## src/rtl/rrp_pkg.sv

```systemverilog
package rrp_pkg;

    localparam int NIB_W = 4;

    typedef enum logic [1:0] {
        ST_ADD = 2'd0,
        ST_MIX = 2'd1,
        ST_SUB = 2'd2,
        ST_LIN = 2'd3
    } stage_e;

    function automatic logic [NIB_W-1:0] sub_nib(input logic [NIB_W-1:0] n);
        logic [NIB_W-1:0] r;
        unique case (n)
            4'h0: r = 4'h7;
            4'h1: r = 4'hC;
            4'h2: r = 4'hE;
            4'h3: r = 4'h9;
            4'h4: r = 4'h2;
            4'h5: r = 4'h1;
            4'h6: r = 4'h5;
            4'h7: r = 4'hF;
            4'h8: r = 4'hB;
            4'h9: r = 4'h6;
            4'hA: r = 4'hD;
            4'hB: r = 4'h0;
            4'hC: r = 4'h4;
            4'hD: r = 4'h8;
            4'hE: r = 4'hA;
            default: r = 4'h3;
        endcase
        return r;
    endfunction

endpackage

```

## src/rtl/rrp_add_stage.sv

```systemverilog
module rrp_add_stage #(
    parameter int WIDTH = 16
) (
    input  logic             clk,
    input  logic             rst,
    input  logic [WIDTH-1:0] opa,
    input  logic [WIDTH-1:0] opb,
    input  logic [WIDTH-1:0] fb,
    input  logic             use_fb,
    output logic [WIDTH-1:0] q
);
    logic [WIDTH-1:0] addend;
    logic [WIDTH-1:0] sum_c;

    always_comb begin
        addend = use_fb ? fb : opb;
        sum_c  = opa + addend;
    end

    always_ff @(posedge clk) begin
        if (rst) q <= '0;
        else     q <= sum_c;
    end


    add_zero_chk: assert property (@(posedge clk) disable iff (rst)
        (!use_fb && opb == '0) |=> (q == $past(opa)));


    add_wrap_chk: assert property (@(posedge clk) disable iff (rst)
        (!use_fb && opa == '1 && opb == WIDTH'(2)) |=> (q == WIDTH'(1)));
endmodule

```

## src/rtl/rrp_xor_stage.sv

```systemverilog
module rrp_xor_stage #(
    parameter int WIDTH = 16
) (
    input  logic             clk,
    input  logic             rst,
    input  logic [WIDTH-1:0] prev,
    input  logic [WIDTH-1:0] opa,
    input  logic [WIDTH-1:0] opb,
    input  logic             load,
    output logic [WIDTH-1:0] q
);
    logic [WIDTH-1:0] left_c;

    always_comb left_c = load ? opa : prev;

    always_ff @(posedge clk) begin
        if (rst) q <= '0;
        else     q <= left_c ^ opb;
    end


    xor_self_chk: assert property (@(posedge clk) disable iff (rst)
        (load && opa == opb) |=> (q == '0));
endmodule

```

## src/rtl/rrp_sub_stage.sv

```systemverilog
module rrp_sub_stage #(
    parameter int WIDTH = 16
) (
    input  logic             clk,
    input  logic             rst,
    input  logic [WIDTH-1:0] d,
    output logic [WIDTH-1:0] q
);
    import rrp_pkg::*;
    localparam int NIBS = WIDTH / NIB_W;

    logic [WIDTH-1:0] sub_c;

    for (genvar g = 0; g < NIBS; g++) begin : g_nib
        always_comb sub_c[g*NIB_W +: NIB_W] = sub_nib(d[g*NIB_W +: NIB_W]);
    end

    always_ff @(posedge clk) begin
        if (rst) q <= '0;
        else     q <= sub_c;
    end


    sub_inject_chk: assert property (@(posedge clk) disable iff (rst)
        (d != $past(d)) |=> (q != $past(q)));
endmodule

```

## src/rtl/rrp_lin_stage.sv

```systemverilog
module rrp_lin_stage #(
    parameter int WIDTH = 16,
    parameter int ROT_A = 6,
    parameter int ROT_B = 10
) (
    input  logic             clk,
    input  logic             rst,
    input  logic [WIDTH-1:0] d,
    input  logic             en,
    output logic [WIDTH-1:0] q
);
    localparam int BACK_A = WIDTH - ROT_A;
    localparam int BACK_B = WIDTH - ROT_B;

    logic [WIDTH-1:0] rot_a;
    logic [WIDTH-1:0] rot_b;
    logic [WIDTH-1:0] mix_c;

    always_comb begin
        rot_a = (d << ROT_A) | (d >> BACK_A);
        rot_b = (d << ROT_B) | (d >> BACK_B);
        mix_c = en ? (d ^ rot_a ^ rot_b) : d;
    end

    always_ff @(posedge clk) begin
        if (rst) q <= '0;
        else     q <= mix_c;
    end


    lin_bypass_chk: assert property (@(posedge clk) disable iff (rst)
        !en |=> (q == $past(d)));


    lin_zero_chk: assert property (@(posedge clk) disable iff (rst)
        (en && d == '0) |=> (q == '0));
endmodule

```

## src/rtl/rotor_round_pipe.sv

```systemverilog
module rotor_round_pipe #(
    parameter int WIDTH = 16,
    parameter int ROT_A = 6,
    parameter int ROT_B = 10
) (
    input  logic             clk,
    input  logic             rst,
    input  logic [15:0]      rd_a,
    input  logic [15:0]      rd_b,
    input  logic             add_fb,
    input  logic             mix_load,
    input  logic             lin_en,
    output logic [15:0]      wb_data
);
    logic [WIDTH-1:0] add_q;
    logic [WIDTH-1:0] mix_q;
    logic [WIDTH-1:0] sub_q;
    logic [WIDTH-1:0] lin_q;

    rrp_add_stage #(.WIDTH(WIDTH)) u_add (
        .clk(clk), .rst(rst), .opa(rd_a), .opb(rd_b),
        .fb(lin_q), .use_fb(add_fb), .q(add_q)
    );

    rrp_xor_stage #(.WIDTH(WIDTH)) u_mix (
        .clk(clk), .rst(rst), .prev(add_q), .opa(rd_a), .opb(rd_b),
        .load(mix_load), .q(mix_q)
    );

    rrp_sub_stage #(.WIDTH(WIDTH)) u_sub (
        .clk(clk), .rst(rst), .d(mix_q), .q(sub_q)
    );

    rrp_lin_stage #(.WIDTH(WIDTH), .ROT_A(ROT_A), .ROT_B(ROT_B)) u_lin (
        .clk(clk), .rst(rst), .d(sub_q), .en(lin_en), .q(lin_q)
    );

    always_comb wb_data = lin_q;


    rst_clear_chk: assert property (@(posedge clk)
        rst |=> (wb_data == '0 && add_q == '0 && mix_q == '0 && sub_q == '0));


    fb_sum_chk: assert property (@(posedge clk) disable iff (rst)
        (add_fb && rd_a == '0) |=> (add_q == $past(wb_data)));
endmodule

```

## config.mk

```make
export PLATFORM = sky130hd
export DESIGN_NAME = rotor_round_pipe
export DESIGN_NICKNAME = d
export VERILOG_FILES = /design/src/rtl/rrp_pkg.sv /design/src/rtl/rrp_add_stage.sv /design/src/rtl/rrp_xor_stage.sv /design/src/rtl/rrp_sub_stage.sv /design/src/rtl/rrp_lin_stage.sv /design/src/rtl/rotor_round_pipe.sv
export SDC_FILE = /design/constraint.sdc
export NUM_CORES = 1
export LEC_CHECK = 0
export BUFFER_PORTS_ARGS = -buffer_cell sky130_fd_sc_hd__buf_4
export CAP_MARGIN = 20
export CELL_PAD_IN_SITES_DETAIL_PLACEMENT = 1
export CELL_PAD_IN_SITES_GLOBAL_PLACEMENT = 2
export CORE_MARGIN = 4
export CORE_UTILIZATION = 39
export CTS_CLUSTER_DIAMETER = 30
export CTS_CLUSTER_SIZE = 16
export DETAILED_ROUTE_END_ITERATION = 10
export PLACE_DENSITY = 0.91
export RECOVER_POWER = 100
export SYNTH_ARGS = -nofsm -noshare
export SYNTH_HDL_FRONTEND = slang
export SYNTH_SLANG_ARGS = --single-unit
export TNS_END_PERCENT = 100
```

## constraint.sdc

```tcl
create_clock -name clk -period 4.6 [get_ports clk]
set_clock_uncertainty 0.1 [all_clocks]
set_input_delay 0.92 -clock clk [delete_from_list [all_inputs] [get_ports clk]]
set_output_delay 0.92 -clock clk [all_outputs]
set_load 0.1 [all_outputs]
```

==> results of run 1 <==
==> cell families after synthesis <==
logic type	count (synthesis)	synth area share
buffers and inverters	39	0.0410
XOR/XNOR	55	0.123
adder cells (fa/ha/maj)	36	0.117
flip-flops	64	0.328
AND/OR/NAND/NOR	120	0.129
AO/OA/AOI/OAI	60	0.111
multiplexers	51	0.151
==> registers in the layout, summed over array words and instances (netlist names) <==
name / flops
u_add.q: 16
u_lin.q: 16
u_mix.q: 16
u_sub.q: 16
==> cell type report <==
class,count,area [um2],area share
multi-input cells,322,2460,0.548
flip-flops and latches,64,1280,0.286
repair buffers,52,327,0.0728
well taps,133,166,0.0371
clock buffers,11,141,0.0315
inverters,18,67.6,0.0151
clock inverters,4,45.0,0.0100
==> through the flow <==
| step | area (um2) | hold WS [ps] | setup WS (ps) | cells | total power [mW] |
|---|---|---|---|---|---|
| after floorplan | 3900 | 437 | 1150 | 425 | 1.42 |
| after global placement | 4370 | 469 | 1260 | 589 | 1.61 |
| after detailed placement | 4370 | 479 | 1160 | 589 | 1.64 |
| after CTS | 4550 | 506 | 1510 | 604 | 2.12 |
| after global routing | 4490 | 555 | 751 | 604 | 2.21 |
| final | 4490 | 497 | 1020 | 604 | 2.06 |
==> placed cells by master (no fill, tap or decap), types with 3 or more instances in the layout <==
cell      count
nor2_1       69
dfxtp_1      64
xor2_1       51
ha_1         35
buf_4        35
mux2i_1      28
nand2_1      28
inv_1        18
clkbuf_1     18
mux2_2       17
a211oi_1     12
a21oi_1      12
clkbuf_8     10
nor2b_1       8
o21ai_0       7
nor3_1        5
o31ai_1       4
mux4_2        4
xnor2_1       4
nand2b_1      3
a21oi_2       3
nand3_1       3
o21ai_1       3
o21a_1        3
clkinv_2      3
==> per-layer routing <==
metal / GRT usage / wire, um / part of all wire / vias to the layer above
met5: 0 / 0 / 0 / -
met4: 0.0271 / 37 / 0.0038 / 0
met3: 0.0484 / 465 / 0.047 / 5
met2: 0.329 / 5010 / 0.51 / 59
met1: 0.219 / 4350 / 0.44 / 1466
li1: - / - / - / 1511
==> report_power, final <==
part | switching (mW) | internal [mW] | leakage, nW
clock network | 0.208 | 0.259 | 0.0989
registers | 0.105 | 0.663 | 0.533
logic | 0.539 | 0.290 | 1.37
total | 0.852 | 1.21 | 2.00
==> Yosys cell counts (2+ instances only) <==
| master | number | area share |
|---|---|---|
| nor3_1 | 5 | 0.0064 |
| a21oi_1 | 12 | 0.015 |
| nor2b_1 | 8 | 0.013 |
| o31ai_1 | 4 | 0.0077 |
| nand2b_1 | 3 | 0.0048 |
| nand4_1 | 2 | 0.0032 |
| xnor2_1 | 4 | 0.0090 |
| inv_1 | 18 | 0.017 |
| nand2_1 | 28 | 0.027 |
| clkbuf_1 | 16 | 0.015 |
| dfxtp_1 | 64 | 0.33 |
| xor2_1 | 51 | 0.11 |
| a21o_1 | 2 | 0.0038 |
| o21ai_0 | 7 | 0.0090 |
| mux2_2 | 17 | 0.049 |
| o21a_1 | 3 | 0.0058 |
| o21ai_1 | 3 | 0.0038 |
| nand3_1 | 3 | 0.0038 |
| buf_2 | 3 | 0.0038 |
| a311oi_1 | 2 | 0.0045 |
| a21oi_2 | 3 | 0.0067 |
| mux2i_1 | 28 | 0.072 |
| mux4_2 | 4 | 0.023 |
| nor2_1 | 69 | 0.066 |
| ha_1 | 35 | 0.11 |
| a211oi_1 | 12 | 0.023 |
| o211ai_1 | 2 | 0.0038 |
==> worst max-delay path by stage <==
stage,start,endpoint,slack (ps),cells after the start
2_1_floorplan,add_fb,u_add.q[14]$_SDFF_PP0_,1150,9
3_3_place_gp,add_fb,u_add.q[14]$_SDFF_PP0_,1260,10
3_5_place_dp,add_fb,u_add.q[15]$_SDFF_PP0_,1160,9
4_1_cts,add_fb,u_add.q[15]$_SDFF_PP0_,1510,9
5_1_grt,rst,u_add.q[14]$_SDFF_PP0_,750,3
6_report,rst,u_add.q[14]$_SDFF_PP0_,1020,3
==> critical path, stage by stage <==
cell and delay [ps]:
clkbuf_1 2120, and2b_2 380, mux2_1 280
==> flow_summary.json, run 1 <==
{
  "hold_viol": 0,
  "drv_cap": 1,
  "violations": "capacitance limit, slew limit",
  "p_leak_nw": 2.00,
  "cts_sinks": 64,
  "fillers": 1180,
  "worst_setup_path_end_kind": "flip-flop",
  "grt.total_usage": 0.181,
  "grt_pass1_wl_mm": 16.6,
  "drc": 0,
  "htree_levels": 3,
  "async_reset_ff_frac": 0,
  "max_slew.worst_pin.slew_ps": 3050,
  "core_area_um2": 9770,
  "ys_warn_count": 0,
  "min-delay-start": "u_mix.q[2]$_SDFF_PP0_",
  "yosysSeqAreaShare": 0.328,
  "die_area_um2": 11700,
  "reg2regPathDepth": 9,
  "drt_iter0_markers": 104,
  "portBuffers": 52,
  "gp_congestion": 0.815,
  "synth_area_um2": 3900,
  "grt_pass1_vias": 3385,
  "ctsResizeCount": 0,
  "synth_cell_type_count": 44,
  "gr-total-overflow": 0,
  "areaGrowthSynthToFinish_pct": 14.9,
  "final_max_slew_viol_count": 70,
  "post_cts_buffers": 0,
  "clk_path_buf_depth": 2,
  "dp_hpwl_mm": 7.64,
  "power.density_nw_per_um2": 460,
  "status": "complete, but fails checks",
  "die_y_um": 108,
  "worst_setup_path_start_kind": "input pin",
  "wl_per_cell_um": 16.3,
  "postRouteAntennaNets": 0,
  "clockRootBuffer": "clkbuf_8",
  "io_pins": 53,
  "min_path_cells": 2,
  "num_vias": 3041,
  "required_ps": 4720,
  "slew_headroom": -1.04,
  "hold_class": "reg2reg",
  "numCtsBuffers": 9,
  "r2r_end": "u_add.q[14]$_SDFF_PP0_",
  "worstPathArrival_ps": 3710,
  "initial_core_util": 0.399,
  "drt_wl_total_mm": 9.86,
  "rsz0062_at_grt": "false",
  "cts_tree": "built",
  "cp_max_fo": 69,
  "syn_avg_cell_area_um2": 9.18,
  "layout_worst_path_cycle_share": 0.779,
  "drive_above_1_share": 0.168,
  "syn_inst": 425,
  "die_w_um": 108,
  "critPathKind": "in2reg",
  "fin_util": 0.459,
  "dr.pass1.iters": 4,
  "antenna_found_initial": 0,
  "max-vdd-ir-drop_mv": 0.316,
  "r2r-start": "u_lin.q[0]$_SDFF_PP0_",
  "viasPerCell": 5.03,
  "num_antenna_cells": 0,
  "setup_tns_ps": 0,
  "insertion_delay_ps": 330,
  "ys_seq_elements": 64,
  "finish.net_count": 540,
  "finalSetupViolations": 0,
  "hold_buffers": 0,
  "rows": 36,
  "maxClockFrequency_mhz": 279,
  "synth_edf_count": 0,
  "ff2ff_setup_slack_ps": 2000,
  "min_period_ps": 3580,
  "synth_nets": 498,
  "clk_pin_slew_worst_paths_ps": 70,
  "min_to": "u_sub.q[3]$_SDFF_PP0_",
  "synth_ff_type": "dfxtp_1",
  "grt_max_degree": 70
}
No activity file was read; power rests on OpenSTA's default activity.
==> inputs of run 2 (changes only) <==
--- a/config.mk
+++ b/config.mk
@@ -10,11 +10,11 @@
 export CELL_PAD_IN_SITES_DETAIL_PLACEMENT = 1
 export CELL_PAD_IN_SITES_GLOBAL_PLACEMENT = 2
 export CORE_MARGIN = 4
-export CORE_UTILIZATION = 39
+export CORE_UTILIZATION = 32
 export CTS_CLUSTER_DIAMETER = 30
 export CTS_CLUSTER_SIZE = 16
 export DETAILED_ROUTE_END_ITERATION = 10
-export PLACE_DENSITY = 0.91
+export PLACE_DENSITY = 0.81
 export RECOVER_POWER = 100
 export SYNTH_ARGS = -nofsm -noshare
 export SYNTH_HDL_FRONTEND = slang
==> constraint.sdc (replaced) <==
create_clock -name clk -period 3.1 [get_ports clk]
set_clock_uncertainty 0.1 [all_clocks]
set_input_delay 0.62 -clock clk [delete_from_list [all_inputs] [get_ports clk]]
set_output_delay 0.62 -clock clk [all_outputs]
set_load 0.1 [all_outputs]
==> flow_summary.json, run 2 (synthesized netlist as in run 1, its figures left out) <==
{
  "status": "finished clean",
  "postRouteAntennaNets": 0,
  "grt_max_degree": 39,
  "hold_ws_ps": 445,
  "power.density_nw_per_um2": 748,
  "gp_congestion": 0.860,
  "num_vias": 3081,
  "grt_pass1_wl_mm": 17.3,
  "fillers": 1401,
  "clockRootBuffer": "clkbuf_16",
  "final_area_um2": 4650,
  "numCtsBuffers": 9,
  "initial_core_util": 0.326,
  "final_cell_mix": "nor2_1 (69), dfxtp_1 (64), xor2_1 (51)",
  "hold_buffers": 0,
  "min_period_ps": 2820,
  "hold_viol": 0,
  "top_usage_layer": "met2",
  "slew_headroom": 0.0715,
  "final_max_slew_viol_count": 0,
  "finalSetupViolations": 0,
  "finish.net_count": 544,
  "portBuffers": 52,
  "clk_pin_slew_worst_paths_ps": 50,
  "die_y_um": 118,
  "ctsResizeCount": 0,
  "critPathKind": "in2reg",
  "use_met1": 0.186,
  "final_common_cell": "nor2_1",
  "drt_wl_total_mm": 10.2,
  "clk_path_buf_depth": 2,
  "drt_iter0_markers": 169,
  "htree_levels": 3,
  "hold_class": "in2reg",
  "setup_tns_ps": 0,
  "drv_cap": 0,
  "die_area_um2": 14000,
  "rows": 40,
  "p_leak_nw": 2.07,
  "max-vdd-ir-drop_mv": 0.338,
  "cp_max_fo": 12,
  "worst_setup_path_start_kind": "input pin",
  "layout_worst_path_cycle_share": 0.911,
  "cts_tree": "built",
  "insertion_delay_ps": 340,
  "antenna_found_initial": 0,
  "die_w_um": 118,
  "rsz0062_at_grt": "false",
  "max_slew.worst_pin.slew_ps": 1390,
  "drc": 0,
  "required_ps": 3220,
  "core_area_um2": 12000,
  "wl_per_cell_um": 16.3,
  "areaGrowthSynthToFinish_pct": 19.2,
  "num_antenna_cells": 0,
  "post_cts_buffers": 0,
  "viasPerCell": 4.95,
  "grtUsageMet3": 0.0512,
  "grt.total_usage": 0.153,
  "cts_sinks": 64,
  "gr-total-overflow": 0,
  "drive_above_1_share": 0.170,
  "worstPathArrival_ps": 2940,
  "placed_area_um2": 4410,
  "maxClockFrequency_mhz": 354,
  "dp_hpwl_mm": 7.95,
  "worst_setup_path_end_kind": "flip-flop",
  "use_met2": 0.261,
  "dr.pass1.iters": 4,
  "io_pins": 53,
  "grt_pass1_vias": 3435
}
[run 2: layout make-up]
type	count	area, um2	area share
clock buffers	11	243	0.0522
repair buffers	56	350	0.0753
clock inverters	5	80.1	0.0172
multi-input cells	322	2450	0.526
well taps	147	184	0.0395
inverters	18	67.6	0.0145
flip-flops and latches	64	1280	0.275
[run 2: report_power, final]
part           total (mW)  switching, mW  internal [mW]  leakage (nW)
sequential           1.14          0.155          0.984         0.533
combinational        1.23          0.800          0.432          1.38
clock                1.11          0.382          0.724         0.152
[run 2: layer usage]
metal / up-vias / wire [um]
met5: - / 0
met4: 0 / 124
met3: 12 / 444
met2: 52 / 4970
met1: 1490 / 4620
li1: 1527 / -
[run 2: path summary, 6_finish.rpt]
path / end / start / slack (ps) / cells past startpoint
hold / removal: u_mix.q[12]$_SDFF_PP0_ / rd_b[12] / 440 / 3
setup / recovery: u_add.q[14]$_SDFF_PP0_ / add_fb / 280 / 10
setup reg to reg: u_add.q[14]$_SDFF_PP0_ / u_lin.q[0]$_SDFF_PP0_ / 500 / 9
hold reg to reg: u_sub.q[3]$_SDFF_PP0_ / u_mix.q[2]$_SDFF_PP0_ / 510 / 2
[run 2: stage by stage]
stage | setup slack (ps) | util | instances | power, mW
after floorplan | 2.69 | - | 425 | 2.11
after global placement | 75.3 | 0.369 | 607 | 2.41
after detailed placement | -1.58 | 0.369 | 607 | 2.44
after CTS | 339 | 0.396 | 623 | 3.58
after global routing | 93.8 | 0.389 | 623 | 3.69
final | 276 | 0.389 | 623 | 3.48
[run 2: worst max-delay path, cell delays in order]
cell,delay [ps]
buf_4,170
mux2_2,240
ha_1,180
inv_1,60
fa_1,370
nor2b_1,210
o2111ai_1,220
a21oi_2,340
a31o_1,210
mux2_1,320
